<file path="config.mk">
export PLATFORM = sky130hd
export DESIGN_NAME = vdma_engine
export DESIGN_NICKNAME = d
export VERILOG_FILES = /design/src/rtl/vdma_pkg.sv /design/src/rtl/vdma_regs.sv /design/src/rtl/vdma_hb_edge.sv /design/src/rtl/vdma_mover.sv /design/src/rtl/vdma_engine.sv
export SDC_FILE = /design/constraint.sdc
export NUM_CORES = 1
export LEC_CHECK = 0
export BUFFER_PORTS_ARGS = -buffer_cell sky130_fd_sc_hd__buf_2
export CAP_MARGIN = 10
export CORE_AREA = 2 2 73 144
export CTS_BUF_LIST = sky130_fd_sc_hd__clkbuf_16
export DETAILED_ROUTE_END_ITERATION = 10
export DIE_AREA = 0 0 75 146
export PLACE_DENSITY = 0.64
export SLEW_MARGIN = 20
export SYNTH_ARGS = -nofsm -noshare
export SYNTH_HDL_FRONTEND = slang
export SYNTH_SLANG_ARGS = --single-unit
</file>
<file path="constraint.sdc">
create_clock -name clk -period 2.1 [get_ports clk]
set_clock_uncertainty 0.15 [all_clocks]
set_input_delay 0.105 -clock clk [delete_from_list [all_inputs] [get_ports clk]]
set_output_delay 0.105 -clock clk [all_outputs]
set_load 0.01 [all_outputs]
</file>
<file path="src/rtl/vdma_pkg.sv">
package vdma_pkg;

    localparam int unsigned ADDR_W   = 16;
    localparam int unsigned DATA_W   = 8;
    localparam int unsigned RA_W     = 3;
    localparam int unsigned CHUNK_LG = 4;
    localparam int unsigned CNT_W    = 7;
    localparam int unsigned LEN_W    = CNT_W + CHUNK_LG + 1;
    localparam int unsigned VWIN_LG  = 13;
    localparam int unsigned TOP_W    = ADDR_W - VWIN_LG;

    localparam logic [TOP_W-1:0]  VRAM_TOP  = 3'b100;
    localparam logic [LEN_W-1:0]  MIN_BYTES = LEN_W'(1) << CHUNK_LG;
    localparam logic [LEN_W-1:0]  MAX_BYTES = LEN_W'(1) << (CNT_W + CHUNK_LG);

    localparam logic [RA_W-1:0] RA_SRC_HI = 3'd0;
    localparam logic [RA_W-1:0] RA_SRC_LO = 3'd1;
    localparam logic [RA_W-1:0] RA_DST_HI = 3'd2;
    localparam logic [RA_W-1:0] RA_DST_LO = 3'd3;
    localparam logic [RA_W-1:0] RA_CTL    = 3'd4;

    typedef enum logic {
        MODE_GEN = 1'b0,
        MODE_HBL = 1'b1
    } xfer_mode_e;

    typedef struct packed {
        logic             start;
        logic             cancel;
        xfer_mode_e       mode;
        logic [CNT_W-1:0] chunks_m1;
    } ctl_cmd_t;

    function automatic logic [LEN_W-1:0] bytes_from_code(input logic [CNT_W-1:0] code);
        return (LEN_W'(code) + LEN_W'(1)) << CHUNK_LG;
    endfunction

    function automatic logic [DATA_W-1:0] status_byte(input logic act,
                                                      input logic [LEN_W-1:0] rem);
        logic [LEN_W-1:0] units;
        units = (rem >> CHUNK_LG) - LEN_W'(1);
        return {~act, units[CNT_W-1:0]};
    endfunction

    function automatic logic [ADDR_W-1:0] win_addr(input logic [ADDR_W-1:0] a);
        return {VRAM_TOP, a[VWIN_LG-1:0]};
    endfunction

endpackage

</file>
<file path="src/rtl/vdma_regs.sv">
module vdma_regs
    import vdma_pkg::*;
(
    input  logic              clk,
    input  logic              rst,
    input  logic              we,
    input  logic [RA_W-1:0]   addr,
    input  logic [DATA_W-1:0] wdata,
    input  logic              active,
    input  xfer_mode_e        mode,
    output logic [ADDR_W-1:0] src_base,
    output logic [ADDR_W-1:0] dst_base,
    output ctl_cmd_t          cmd
);

    logic [ADDR_W-1:0] src_q;
    logic [ADDR_W-1:0] dst_q;
    logic              ctl_hit;

    assign ctl_hit       = we && (addr == RA_CTL);
    assign cmd.cancel    = ctl_hit && !wdata[DATA_W-1] && active && (mode == MODE_HBL);
    assign cmd.start     = ctl_hit && !cmd.cancel;
    assign cmd.mode      = xfer_mode_e'(wdata[DATA_W-1]);
    assign cmd.chunks_m1 = wdata[CNT_W-1:0];

    always_ff @(posedge clk) begin
        if (rst) begin
            src_q <= '0;
            dst_q <= '0;
        end else if (we) begin
            case (addr)
                RA_SRC_HI: src_q[ADDR_W-1:DATA_W] <= wdata;
                RA_SRC_LO: src_q[DATA_W-1:0]      <= {wdata[DATA_W-1:CHUNK_LG], CHUNK_LG'(0)};
                RA_DST_HI: dst_q[ADDR_W-1:DATA_W] <= wdata;
                RA_DST_LO: dst_q[DATA_W-1:0]      <= {wdata[DATA_W-1:CHUNK_LG], CHUNK_LG'(0)};
                RA_CTL:    if (cmd.start) dst_q   <= win_addr(dst_q);
                default:   ;
            endcase
        end
    end

    assign src_base = src_q;
    assign dst_base = dst_q;

    AST_DST_FORCED: assert property (@(posedge clk) disable iff (rst)
        cmd.start |=> (dst_q[ADDR_W-1:VWIN_LG] == VRAM_TOP))
        else $error("destination not forced into window");

    AST_LOW_NIBBLE: assert property (@(posedge clk) disable iff (rst)
        (we && (addr == RA_SRC_LO)) |=> (src_q[CHUNK_LG-1:0] == '0))
        else $error("source low bits kept");

endmodule

</file>
<file path="src/rtl/vdma_hb_edge.sv">
module vdma_hb_edge (
    input  logic clk,
    input  logic rst,
    input  logic level,
    output logic rise
);

    logic level_q;

    always_ff @(posedge clk) begin
        if (rst) level_q <= 1'b0;
        else     level_q <= level;
    end

    assign rise = level && !level_q;

endmodule

</file>
<file path="src/rtl/vdma_mover.sv">
module vdma_mover
    import vdma_pkg::*;
(
    input  logic              clk,
    input  logic              rst,
    input  ctl_cmd_t          cmd,
    input  logic [ADDR_W-1:0] src_base,
    input  logic [ADDR_W-1:0] dst_base,
    input  logic              hb_rise,
    input  logic              gnt,
    output logic              active,
    output xfer_mode_e        mode,
    output logic [LEN_W-1:0]  rem,
    output logic              busy,
    output logic              move,
    output logic [ADDR_W-1:0] src_addr,
    output logic [ADDR_W-1:0] dst_addr
);

    logic                active_q;
    xfer_mode_e          mode_q;
    logic [LEN_W-1:0]    rem_q;
    logic                burst_q;
    logic [CHUNK_LG-1:0] beat_q;
    logic [ADDR_W-1:0]   src_w;
    logic [ADDR_W-1:0]   dst_w;
    logic                last_byte;
    logic                burst_go;

    assign busy      = active_q && ((mode_q == MODE_GEN) || burst_q);
    assign move      = busy && gnt;
    assign last_byte = (rem_q == LEN_W'(1));
    assign burst_go  = active_q && (mode_q == MODE_HBL) && !burst_q && hb_rise;

    always_ff @(posedge clk) begin
        if (rst) begin
            active_q <= 1'b0;
            mode_q   <= MODE_GEN;
            rem_q    <= '0;
            burst_q  <= 1'b0;
            beat_q   <= '0;
            src_w    <= '0;
            dst_w    <= '0;
        end else if (cmd.cancel) begin
            active_q <= 1'b0;
            rem_q    <= '0;
            burst_q  <= 1'b0;
        end else if (cmd.start) begin
            active_q <= 1'b1;
            mode_q   <= cmd.mode;
            rem_q    <= bytes_from_code(cmd.chunks_m1);
            burst_q  <= 1'b0;
            beat_q   <= '0;
            src_w    <= src_base;
            dst_w    <= win_addr(dst_base);
        end else begin
            if (burst_go) begin
                burst_q <= 1'b1;
                beat_q  <= '0;
            end
            if (move) begin
                src_w  <= src_w + ADDR_W'(1);
                dst_w  <= win_addr(dst_w + ADDR_W'(1));
                rem_q  <= rem_q - LEN_W'(1);
                beat_q <= beat_q + CHUNK_LG'(1);
                if (last_byte) active_q <= 1'b0;
                if (&beat_q)   burst_q  <= 1'b0;
            end
        end
    end

    assign active   = active_q;
    assign mode     = mode_q;
    assign rem      = rem_q;
    assign src_addr = src_w;
    assign dst_addr = dst_w;

    AST_ALIGNED_START: assert property (@(posedge clk) disable iff (rst)
        $rose(busy) |-> (src_w[CHUNK_LG-1:0] == '0 && dst_w[CHUNK_LG-1:0] == '0))
        else $error("unaligned start of movement");

    AST_LEN_LOAD: assert property (@(posedge clk) disable iff (rst)
        cmd.start |=> (active_q && rem_q >= MIN_BYTES && rem_q <= MAX_BYTES))
        else $error("length out of range after start");

    AST_ACTIVE_HAS_WORK: assert property (@(posedge clk) disable iff (rst)
        active_q |-> (rem_q != '0))
        else $error("active with nothing left");

    AST_BURST_SIZE: assert property (@(posedge clk) disable iff (rst)
        (burst_q && move && (&beat_q) && !cmd.start && !cmd.cancel)
            |=> (!burst_q && rem_q[CHUNK_LG-1:0] == '0))
        else $error("burst did not end on a chunk boundary");

    AST_CANCEL: assert property (@(posedge clk) disable iff (rst)
        cmd.cancel |=> (!active_q && rem_q == '0 && !busy))
        else $error("cancel left transfer running");

endmodule

</file>
<file path="src/rtl/vdma_engine.sv">
module vdma_engine
    import vdma_pkg::*;
(
    input  logic              clk,
    input  logic              rst,
    input  logic              reg_we,
    input  logic [RA_W-1:0]   reg_addr,
    input  logic [DATA_W-1:0] reg_wdata,
    output logic [DATA_W-1:0] reg_rdata,
    output logic              mem_req,
    input  logic              mem_gnt,
    output logic [ADDR_W-1:0] mem_addr,
    input  logic [DATA_W-1:0] mem_rdata,
    output logic              vram_we,
    output logic [ADDR_W-1:0] vram_addr,
    output logic [DATA_W-1:0] vram_wdata,
    input  logic              hblank,
    output logic              busy
);

    logic [ADDR_W-1:0] src_base;
    logic [ADDR_W-1:0] dst_base;
    ctl_cmd_t          cmd;
    logic              active;
    xfer_mode_e        mode;
    logic [LEN_W-1:0]  rem;
    logic              hb_rise;
    logic              move;

    vdma_regs u_regs (
        .clk      (clk),
        .rst      (rst),
        .we       (reg_we),
        .addr     (reg_addr),
        .wdata    (reg_wdata),
        .active   (active),
        .mode     (mode),
        .src_base (src_base),
        .dst_base (dst_base),
        .cmd      (cmd)
    );

    vdma_hb_edge u_edge (
        .clk   (clk),
        .rst   (rst),
        .level (hblank),
        .rise  (hb_rise)
    );

    vdma_mover u_mover (
        .clk      (clk),
        .rst      (rst),
        .cmd      (cmd),
        .src_base (src_base),
        .dst_base (dst_base),
        .hb_rise  (hb_rise),
        .gnt      (mem_gnt),
        .active   (active),
        .mode     (mode),
        .rem      (rem),
        .busy     (busy),
        .move     (move),
        .src_addr (mem_addr),
        .dst_addr (vram_addr)
    );

    assign reg_rdata  = (reg_addr == RA_CTL) ? status_byte(active, rem) : {DATA_W{1'b1}};
    assign mem_req    = busy;
    assign vram_we    = move;
    assign vram_wdata = mem_rdata;

    AST_VRAM_WINDOW: assert property (@(posedge clk) disable iff (rst)
        vram_we |-> (vram_addr[ADDR_W-1:VWIN_LG] == VRAM_TOP))
        else $error("write outside video window");

    AST_QUIET_WHEN_IDLE: assert property (@(posedge clk) disable iff (rst)
        !busy |-> (!vram_we && !mem_req))
        else $error("activity while not busy");

endmodule

</file>
After elaboration in Yosys (flattened, before gate mapping)
Cells that the tools add are included.
{"block": "op_classes", "add_sub_neg": 6, "eq_ne": 5, "n_mux": 18, "bitwise_logic": 4, "reduce_logical": 31}
{"op": "$mux W16", "count": 4}
{"op": "$mux W12", "count": 2}
{"op": "$add A16 B1 Y16 const B", "count": 1}
{"op": "$pmux W8 S2", "count": 1}
{"op": "$add A13 B1 Y13 const B", "count": 1}
{"op": "$eq A12 B1 Y1 const B", "count": 1}
{"op": "$mux W4", "count": 3}
{"op": "$reduce_and A2 Y1", "count": 6}
{"op": "$sub A12 B1 Y12 const B", "count": 1}
{"op": "$logic_and A1 B1 Y1", "count": 11}
{"op": "$pmux W5 S2", "count": 1}
{"op": "$add A7 B1 Y8 const B", "count": 1}
{"op": "$mux W8", "count": 1}
{"op": "$sub A7 B1 Y7 const B", "count": 1}
{"op": "$eq A3 B2 Y1 const B", "count": 2}
{"op": "$mux W1", "count": 6}
{"op": "$reduce_and A3 Y1", "count": 2}
{"op": "$add A4 B1 Y4 const B", "count": 1}
{"op": "$logic_not A1 Y1", "count": 4}
{"op": "$not A1 Y1", "count": 4}
{"op": "$reduce_and A4 Y1", "count": 1}
{"op": "$reduce_bool A2 Y1", "count": 2}
{"op": "$eq A3 B1 Y1 const B", "count": 1}
{"op": "$eq A3 B3 Y1 const B", "count": 1}
{"op": "other kinds (5)", "count": 5}
{"block": "totals", "ff_bits": 77, "input_bits": 24, "out_inout_bits": 51, "word_cells": 77}

Depth between registers and ports, before layout
Gate-level depths: netlist (run 1).
{"block": "depth", "ltp_word": 9, "ltp_mapped": 8, "ltp_nobuf": 7}

By module
From an unflattened synthesis (run 1), not the netlist that was laid out.
{"block": "hier_totals", "cells_unflattened": 526, "area_unflattened_um2": 4251.6}
{"mod": "vdma_mover", "instances": 1, "cells_each": 373, "area_per_inst_um2": 2895.3, "seq_area_each_um2": 980.9}
{"mod": "vdma_regs", "instances": 1, "cells_each": 118, "area_per_inst_um2": 1097.3, "seq_area_each_um2": 480.5}
{"mod": "vdma_engine", "instances": 1, "cells_each": 32, "area_per_inst_um2": 211.5, "seq_area_each_um2": 0.0}
{"mod": "vdma_hb_edge", "instances": 1, "cells_each": 3, "area_per_inst_um2": 47.5, "seq_area_each_um2": 20.0}

Worst setup path before layout (run 1)
Ideal clock, no wire load.
{"block": "synth_timing", "path_kind": "reg-to-reg", "startpoint": "reg u_mover.src_w[0], in the netlist u_mover.src_addr[0]", "endpoint": "reg u_mover.src_w[14], in the netlist u_mover.src_addr[14]", "setup_time_ns": 0.074, "t_arrival_ns": 1.607, "required_ns": 1.876, "slack_ns": 0.269, "path_stages_with_launch": 7, "n_path_buf": 0, "synth_period_minus_slack_ns": 1.831, "path_cell_list": "dfxtp_1 ha_1 nand3_1 nor2_1 nand3_1 or3_1 a31oi_1"}
{"block": "synth_via", "elab_chain_cells": 3}
{"element": "start, declared", "line_no": "vdma_mover.sv:25", "rtl": "logic [ADDR_W-1:0] src_w;"}
{"element": "start signal, assigned", "line_no": "vdma_mover.sv:54", "rtl": "src_w <= src_base;"}
{"element": "start signal, assigned", "line_no": "vdma_mover.sv:62", "rtl": "src_w <= src_w + ADDR_W'(1);"}
{"element": "$add A16 B1 Y16", "line_no": "vdma_mover.sv:62"}
{"element": "$mux W16", "line_no": "vdma_mover.sv:61", "rtl": "if (move) begin"}
{"element": "$mux W16", "line_no": "vdma_mover.sv:48", "rtl": "end else if (cmd.start) begin"}
No other way between the ends. The select of a mux whose other input is x is not followed.
A chain may end at the register's enable or synchronous reset.

Worst setup path in the final report (run 1)
{"block": "layout_timing", "startpoint": "reg u_mover.rem_q[5], in the netlist u_mover.rem[5]", "endpoint": "out reg_rdata[6]"}
{"block": "layout_via", "elab_chain_cells": 2}
{"element": "start, declared", "line_no": "vdma_mover.sv:22", "rtl": "logic [LEN_W-1:0] rem_q;"}
{"element": "start signal, assigned", "line_no": "vdma_mover.sv:51", "rtl": "rem_q <= bytes_from_code(cmd.chunks_m1);"}
{"element": "start signal, assigned", "line_no": "vdma_mover.sv:64", "rtl": "rem_q <= rem_q - LEN_W'(1);"}
{"element": "$sub A7 B1 Y7", "line_no": "vdma_pkg.sv:41", "rtl": "units = (rem >> CHUNK_LG) - LEN_W'(1);"}
{"element": "$mux W8", "line_no": "vdma_engine.sv:67", "rtl": "assign reg_rdata = (reg_addr == RA_CTL) ? status_byte(active, rem) : {DATA_W{1'b1}};"}
{"element": "end, declared", "line_no": "vdma_engine.sv:9", "rtl": "output logic [DATA_W-1:0] reg_rdata,"}
No other way between the ends.

==> metrics.txt, run 1 <==
WHS about 52 ps; GRT Total Usage between 20% and 30%; critical path type flip-flop to primary output; Mapped Avg Cell Area 8.27 um^2; # placed instances 640; Synth Instances roughly 470; Post-Place Worst Slack -21.7 ps; Max Cap Viol 0; ys async rst share 0%; # diodes 0; DP HPWL approximately 8700 um; CP max stage cell or3b_4; Post-synth EDFFs 0; RSZ-0062 raised after global routing yes; commonest non-fill, non-tap cells in the layout dfxtp_1 (70), buf_2 (56), nor2_1 (55); Slew headroom a little over three fifths; global-route wire length before repair 19100 um; power per standard cell area between 700 and 800 nW/um^2; outcome completed; DRC violations left 0; setup TNS 0 ps; Root Buffer clkbuf_16; Vias between 3000 and 4000; GP Congestion 0.860; Setup violations, final 0; H-tree levels 3; die width 75 um; post-synthesis sequential area ratio between 30 and 40%; fin crit share approximately 100%; largest net degree at the start of global routing 29; clock sink count between 70 and 80; Setup crit start kind flip-flop; Via density between 5 and 6; core area 9760 um^2; fin nets 563; Max Fanout on Critical Path 2; Clock Latency Late Sink between 300 and 400 ps; CP peak stage delay approximately 390 ps; grt total ovfl 0; first-pass iteration count of the detailed router 4; Post-Syn Area 3850 um^2; fmax about 0.48 GHz; CP arrival between 1500 and 2000 ps; Placement Cell Area roughly 4300 um^2; delay-heaviest family, CP simple AND/OR/NAND/NOR gates; Tot Pwr 3.39 mW; critical path data required time approximately 1900 ps; Num CTS Buffers 9; Yosys warning total 0; synth-to-layout area growth 24.1%; Std-Cell Rows slightly above 50; initial detailed-routing violation count 250; Final ANT Viol Nets 0; Most Crowded Layer GR met2; # IOs 75; commonest non-fill, non-tap cell in the layout dfxtp_1; Slew Viols, Final 0; hold crit path type input pin to flip-flop; Routed Wire Length 11800 um; Longest Clk Path Bufs 2; worst setup margin around 17 ps; M2 GR Usage between 30% and 40%; met1 usage between 20% and 30%; Tightest Pin Transition between 500 and 600 ps; Die Y approximately 150 um; VDD IR max between 0.0003 and 0.0004 V; post-layout util about half; WL per Instance 17.7 um; Post-synth top flop dfxtp_1; Final Critical Period between 2000 and 2500 ps; CP Buf/Inv Count 2; Design Area, Final approximately 4800 um^2; Starting Density roughly 40%; met3 Usage GRT 3.60%; post-route insts no fill between 600 and 700; layout cells sized above 1 23.3%; static leakage power between 1.5 and 2 nW; Unique masters post-synth 66; CTS tree yes; initial antenna violation count 0; Final Hold Vio Count 0; die area 11000 um^2; Critical Path End Type primary output; FF+latch count, synth 71; vias in the first global route approximately 3700; number of port buffers 56; CP cell instances inv_4, ha_4, or3b_4, nor3_4, xnor2_1, nand2_1, buf_2; clock slew at reported path FFs 60 ps
[power by group]
part           internal (mW)  leakage, nW  total, mW  switching, mW
Sequential              1.38        0.575       1.41         0.0326
Clock                   1.04        0.148       1.66          0.617
Combinational          0.144         1.14      0.328          0.183
Total                   2.56         1.86       3.39          0.833
[worst register-to-register path: stages (launching register included)]
cell	delay, ps
dfxtp_1	360
inv_2	90
ha_4	140
or3b_4	390
a211oi_4	330
nand2_1	110
xor2_1	160
a211oi_2	220
[final timing paths]
| check | from | end | slack [ps] | cells after the start |
|---|---|---|---|---|
| worst min-delay path | reg_wdata[7] | u_regs.src_base[15]$_SDFFE_PP0P_ | 50 | 4 |
| worst max register to register | u_mover.rem[0]$_SDFFE_PP0P_ | u_mover.rem[6]$_SDFFE_PP0P_ | 80 | 7 |
| worst max-delay path | u_mover.rem[5]$_SDFFE_PP0P_ | reg_rdata[6] | 20 | 7 |
| worst min register to register | u_regs.src_base[15]$_SDFFE_PP0P_ | u_regs.src_base[15]$_SDFFE_PP0P_ | 310 | 2 |
[cell type report]
| class | count | area (um^2) |
|---|---|---|
| Clock buffer | 9 | 225 |
| Multi-Input combinational cell | 351 | 2240 |
| Sequential cell | 71 | 1430 |
| Inverter | 7 | 28.8 |
| Tap cell | 132 | 165 |
| Timing Repair Buffer | 91 | 601 |
| Fill cell | 961 | 4980 |
| Clock inverter | 7 | 96.3 |
[cell usage after synthesis (2+ instances only)]
master,n,area [um^2]
nor3_2,2,20.0
and3_1,9,56.3
o21bai_1,2,15.0
o21ai_0,8,40.0
o21ai_1,4,20.0
xnor2_1,10,87.6
and2_1,9,56.3
a21oi_1,23,115
nand2b_1,5,31.3
or3_1,5,31.3
a31oi_1,8,50.1
nand2_1,50,188
a32o_1,2,20.0
or3b_1,2,17.5
and4_1,4,35.0
nand3_1,29,145
ha_1,8,100
a22oi_1,6,45.0
and2b_1,2,15.0
nor3_1,9,45.0
a211oi_1,12,90.1
a311oi_1,2,17.5
inv_1,6,22.5
a2bb2oi_1,2,17.5
o31ai_1,4,30.0
buf_4,17,128
dfxtp_1,71,1420
nand2_2,3,18.8
a311o_1,3,30.0
mux2i_1,13,130
clkbuf_1,11,41.3
nor2_1,55,206
nor2b_1,4,25.0
xor2_1,15,131
nand4_1,12,75.1
nor4_1,2,12.5
buf_2,8,40.0
[sequential cells by signal, summed over array words and instances, names as in the netlist, 4 cells and up]
name              cells
u_mover.beat_q        4
u_mover.dst_addr     14
u_mover.rem          12
u_mover.src_addr     16
u_regs.dst_base       9
u_regs.src_base      12
[repair_timing]
action	in CTS	in global routing
endpoints found under the hold margin	17	0
hold buffers	8	0
resized for setup	7	9
endpoints found under the setup margin	4	4
pin swaps	2	6
buffers inserted	0	4
[cells by family (layout without fill, tap and decap cells)]
logic type	after synthesis	in the layout	share of synthesized area (%)
and+or+nand+nor	212	212	28.1
DFF	71	71	36.9
xor gates and xnor gates	25	25	5.68
muxes	14	14	3.67
adders and majority gates	8	8	2.60
other	1	2	0.0973
AOI/OAI and AO/OA	90	90	16.4
buffers and inverters	45	114	6.49
[metal layers]
metal	part of all wire (%)	wire (um)
met3	4.3	511
met5	0	0
met4	5.5	653
met2	54	6380
met1	36	4300
No activity file was read; power rests on OpenSTA's default activity.
==> run 2, diff against run 1 <==
SETUP_SLACK_MARGIN = 0.15   (was default)
==> run 2 against run 1 <==
Clock-buffer cell count is the same. Flip-flop and latch count is the same. Combinational power grew 2%. Total power is essentially flat. Setup slack gained 62 ps. Worst hold slack lost 2.4 ps. Final area grew 1.1%. Register-to-register slack gained 70 ps.
==> metrics.txt, run 2 (synthesis results as in run 1) <==
Setup violations, final 0; commonest non-fill, non-tap cell in the layout dfxtp_1; largest net degree at the start of global routing 29; fmax 0.495 GHz; Via density between 5 and 6; combinational share of power 9.8%; Slew headroom between 60% and 70%; Post-Place Worst Slack -21.7 ps; DRC violations left 0; Setup crit start kind flip-flop; met2 routed WL 6380 um; DP HPWL 8700 um; fin nets roughly 570; Final Critical Period between 2000 and 2500 ps; CTS tree yes; grt total ovfl 0; CP arrival 1770 ps; Die Y approximately 150 um; critical path type flip-flop to primary output; fin crit share 96.2%; WL per Instance 17.6 um; critical path data required time between 1500 and 2000 ps; commonest non-fill, non-tap cells in the layout dfxtp_1 (66), buf_2 (56), nor2_1 (55); Int Power 2.57 mW; GP Congestion between 0.8 and 0.9; Root Buffer clkbuf_16; Critical Path End Type primary output; CP peak stage delay between 300 and 400 ps; vias in the first global route between 3000 and 4000; initial antenna violation count 0; die width ~75 um; top sig layer met4; Num CTS Buffers 9; RSZ-0062 raised after global routing yes; static leakage power between 1.5 and 2 nW; CP max stage cell or3b_4; # IOs 75; H-tree levels 3; switching power total about 0.83 mW; number of port buffers 56; power per standard cell area roughly 700 nW/um^2; initial detailed-routing violation count 272; VDD IR max 0.000382 V; Routed Wire Length around 12000 um; core area just under 10000 um^2; worst setup margin between 70 and 80 ps; synth-to-layout area growth 25.5%; clock slew at reported path FFs ~60 ps; Tightest Pin Transition approximately 560 ps; Starting Density 39.5%; Vias 3697; layout cells sized above 1 roughly 25%; Sw Ratio about 24%; Clock Latency Late Sink approximately 340 ps; GRT Total Usage a little under a quarter; Slew Viols, Final 0; die area about 11000 um^2; post-layout util around half; met1 WL between 4000 and 5000 um; WHS roughly 49 ps; Largest register FFs 16; CP cell instances inv_2, ha_4, or3b_4, nor3_4, xnor2_2, nand2_1, buf_2; global-route wire length before repair 19300 um; Std-Cell Rows between 50 and 60; first-pass iteration count of the detailed router 5; Max Fanout on Critical Path 2; Max Cap Viol 0; Tot Pwr about 3.4 mW; power share of the clock group about half; Final ANT Viol Nets 0; hold crit path type input pin to flip-flop; outcome completed; Flop pwr share between 40% and 50%; clock sink count between 70 and 80; # diodes 0; Final Hold Vio Count 0; met3 wire len ~530 um; Longest Clk Path Bufs 2
==> run 2: routing by layer <==
layer / track usage [%] / vias to the layer above
met4: 13.6 / 0
met1: 24.8 / 1751
met3: 3.60 / 31
met2: 40.3 / 120
li1: - / 1795
met5: 0 / -
==> run 2: path summary, 6_finish.rpt <==
kind	slack, ps	end	startpoint	depth (start not counted)
setup / recovery	80	reg_rdata[6]	u_mover.rem[4]$_SDFFE_PP0P_	7
hold / removal	50	u_regs.src_base[15]$_SDFFE_PP0P_	reg_wdata[7]	4
setup reg to reg	150	u_mover.rem[8]$_SDFFE_PP0P_	u_mover.rem[1]$_SDFFE_PP0P_	7
hold reg to reg	310	u_regs.src_base[15]$_SDFFE_PP0P_	u_regs.src_base[15]$_SDFFE_PP0P_	2
==> run 2: power groups by stage <==
| stage | Sequential, mW | Clock [mW] | Combinational (mW) |
|---|---|---|---|
| finish | 1.41 | 1.65 | 0.334 |
| global route | 1.41 | 1.72 | 0.368 |
| floorplan | 1.43 | 0 | 0.204 |
| global placement | 1.43 | 0 | 0.285 |
| CTS | 1.41 | 1.67 | 0.326 |
| detailed placement | 1.44 | 0 | 0.288 |
==> run 2: through the flow <==
stage | area (um^2) | cells | TNS [ps]
CTS | 4790 | 671 | 0
finish | 4830 | 673 | 0
detailed placement | 4300 | 640 | -48.9
floorplan | 3860 | 467 | 0
global route | 4830 | 673 | -17.8
global placement | 4300 | 640 | 0
==> run 2: final cells by class <==
type / instances / area, um^2
Clock buffer: 9 / 225
Clock inverter: 7 / 96.3
Fill cell: 953 / 4930
Inverter: 7 / 28.8
Multi-Input combinational cell: 351 / 2250
Sequential cell: 71 / 1430
Tap cell: 132 / 165
Timing Repair Buffer: 96 / 638
==> run 2: critical path: cells and delay by family, from the launching register on <==
kind                       cells  cell delay [ps]
xor gates and xnor gates       1              130
adders and majority gates      1              130
buffers and inverters          2              220
DFF                            1              320
and+or+nand+nor                3              620
==> run 2: timing repair <==
item / 4_1_cts / 5_1_grt
hold buffers: 8 / 0
pin swaps: 6 / 2
resized for setup: 14 / 8
buffers inserted: 7 / 2
setup endpoints to repair: 5 / 26
endpoints found under the hold margin: 17 / 0
==> run 3, diff against run 2 <==
CORE_AREA = 2 2 76 151   (was 2 2 73 144)
DIE_AREA = 0 0 78 153   (was 0 0 75 146)
MAX_ROUTING_LAYER = met4   (was default)
SYNTH_HIERARCHICAL = 1   (was default)
==> run 3 against run 2 <==
Register-to-register slack worse by 50 ps. Clock-buffer cell count stayed put. Synthesized cell count up 10%. Highest routed layer unchanged. Wire length increased by 9.8%. Sequential share of layout area down 2.6 points. Area after synthesis increased by 7.0%. Combinational power is 25% higher. Final area increased by 9.3%. Sequential power barely moved. Global-route usage fell by 1.6 points.
==> metrics.txt, run 3 <==
# diodes 0; fin crit share 95.3%; H-tree levels 3; fin nets roughly 630; CP arrival ~2100 ps; fmax 0.500 GHz; worst hold start reg_wdata[7]; Placement Cell Area 4600 um^2; Max Cap Viol 0; Slew Viols, Final 0; Final Critical Period 2000 ps; vias in the first global route between 3000 and 4000; R2R Setup Slk 100 ps; Num CTS Buffers 9; Critical Path End Type flip-flop; Via density approximately 5.6; Vias 4105; Die Y 153 um; post-layout util 48.9%; CP max stage cell dfxtp_2; Clock Latency Late Sink approximately 340 ps; WHS 46.3 ps; Yosys warning total 6; CTS tree yes; Synth Instances around 500; CP cell instances nand3b_1, nor4_2, buf_6, or2_4, buf_4, o21ai_0, a21oi_1; critical path data required time between 2000 and 2500 ps; synth-to-layout area growth 28.2%; commonest non-fill, non-tap cell in the layout dfxtp_1; hold crit path type input pin to flip-flop; Setup crit start kind flip-flop; RSZ-0062 raised after global routing yes; reg2reg start u_mover/active$_SDFFE_PP0P_; R2R Path End u_mover/src_addr[2]$_SDFFE_PP0P_; Mapped Avg Cell Area roughly 8 um^2; Hold EP u_regs/src_base[15]$_SDFFE_PP0P_; DP HPWL between 8000 and 9000 um; die width approximately 78 um; layout cells sized above 1 between 20% and 30%; CP Buf/Inv Count 2; critical path type flip-flop to flip-flop; Longest Clk Path Bufs 2; die area about 12000 um^2; Final ANT Viol Nets 0; GP Congestion 0.916; DRC violations left 0; r2r worst-path depth 7; outcome completed; clock slew at reported path FFs about 70 ps; Max Fanout on Critical Path 20; grt total ovfl 0; VDD IR max a little over 0.0004 V; global-route wire length before repair 19500 um; FILL cells approximately 1100; commonest non-fill, non-tap cells in the layout dfxtp_1 (68), buf_2 (56), nand2_1 (52); power per standard cell area between 600 and 700 nW/um^2; Std-Cell Rows 54; number of port buffers 56; Root Buffer clkbuf_16; setup TNS 0 ps; Setup violations, final 0; first-pass iteration count of the detailed router 5; static leakage power 2.12 nW; # IOs 75; initial detailed-routing violation count between 200 and 250; Worst Hold Depth 4; CP peak stage delay around 370 ps; Post-Place Worst Slack between 9 and 10 ps; core area 10800 um^2; Largest register FFs 16; largest net degree at the start of global routing 28; GRT Total Usage a little over a fifth; Starting Density 38.1%; Final Hold Vio Count 0; worst setup margin a little under 100 ps; delay-heaviest family, CP simple AND/OR/NAND/NOR gates; Design Area, Final about 5300 um^2; clock sink count 71; Tightest Pin Transition ~500 ps; Post-Syn Area between 4000 and 5000 um^2; Routed Wire Length approximately 13000 um; WL per Instance about 18 um; Slew headroom 65.9%; initial antenna violation count 0
[run 3: stage by stage]
stage / cells / power [mW]
after global routing: 739 / 3.48
after floorplan: 521 / 1.70
after CTS: 727 / 3.34
after global placement: 700 / 1.78
after detailed placement: 700 / 1.79
final: 739 / 3.35
[run 3: what timing repair did]
| item | 4_1_cts | 5_1_grt |
|---|---|---|
| endpoints found under the hold margin | 20 | 0 |
| pin swaps | 4 | 13 |
| hold buffers | 8 | 0 |
| gates resized for setup | 15 | 31 |
| cloned | 1 | 3 |
| endpoints found under the setup margin | 36 | 37 |
| setup buffers | 2 | 9 |
[run 3: where the power goes]
group          internal [mW]  switching (mW)
clock                  0.839           0.681
sequential              1.38          0.0327
combinational          0.196           0.223
[run 3: worst max-delay path by stage]
stage,to,start,slack [ps],cells past startpoint
after global placement,u_mover/src_addr[9]$_SDFFE_PP0P_,u_mover/mode$_SDFFE_PP0P_,80,6
after floorplan,u_mover/rem[11]$_SDFFE_PP0N_,u_mover/rem[4]$_SDFFE_PP0N_,130,5
after CTS,u_mover/rem[11]$_SDFFE_PP0N_,u_mover/rem[4]$_SDFFE_PP0N_,100,5
after detailed placement,u_mover/src_addr[12]$_SDFFE_PP0P_,u_mover/active$_SDFFE_PP0P_,9,6
after global routing,u_mover/src_addr[3]$_SDFFE_PP0P_,u_mover/active$_SDFFE_PP0P_,40,7
final,u_mover/src_addr[2]$_SDFFE_PP0P_,u_mover/active$_SDFFE_PP0P_,100,7
[run 3: cell type report]
type,count,area (um^2),share of cell area [%]
multi-input cells,382,2490,47.1
flip-flops and latches,71,1430,27.0
repair buffers,120,861,16.3
clock buffers,9,225,4.26
well taps,140,175,3.31
clock inverters,7,68.8,1.30
inverters,10,38.8,0.734
[run 3: worst register-to-register path, stage by stage, from the launching register on]
cell	delay, ps
dfxtp_2	370
nand3b_1	140
nor4_2	370
buf_6	280
or2_4	200
buf_4	160
o21ai_0	110
a21oi_1	160
[run 3: layer usage]
layer	GRT usage (%)	wire length [um]	vias to the layer above
met3	2.89	616	64
met5	-	0	-
met2	36.8	6790	153
li1	-	-	1967
met4	15.4	929	0
met1	22.1	4660	1921
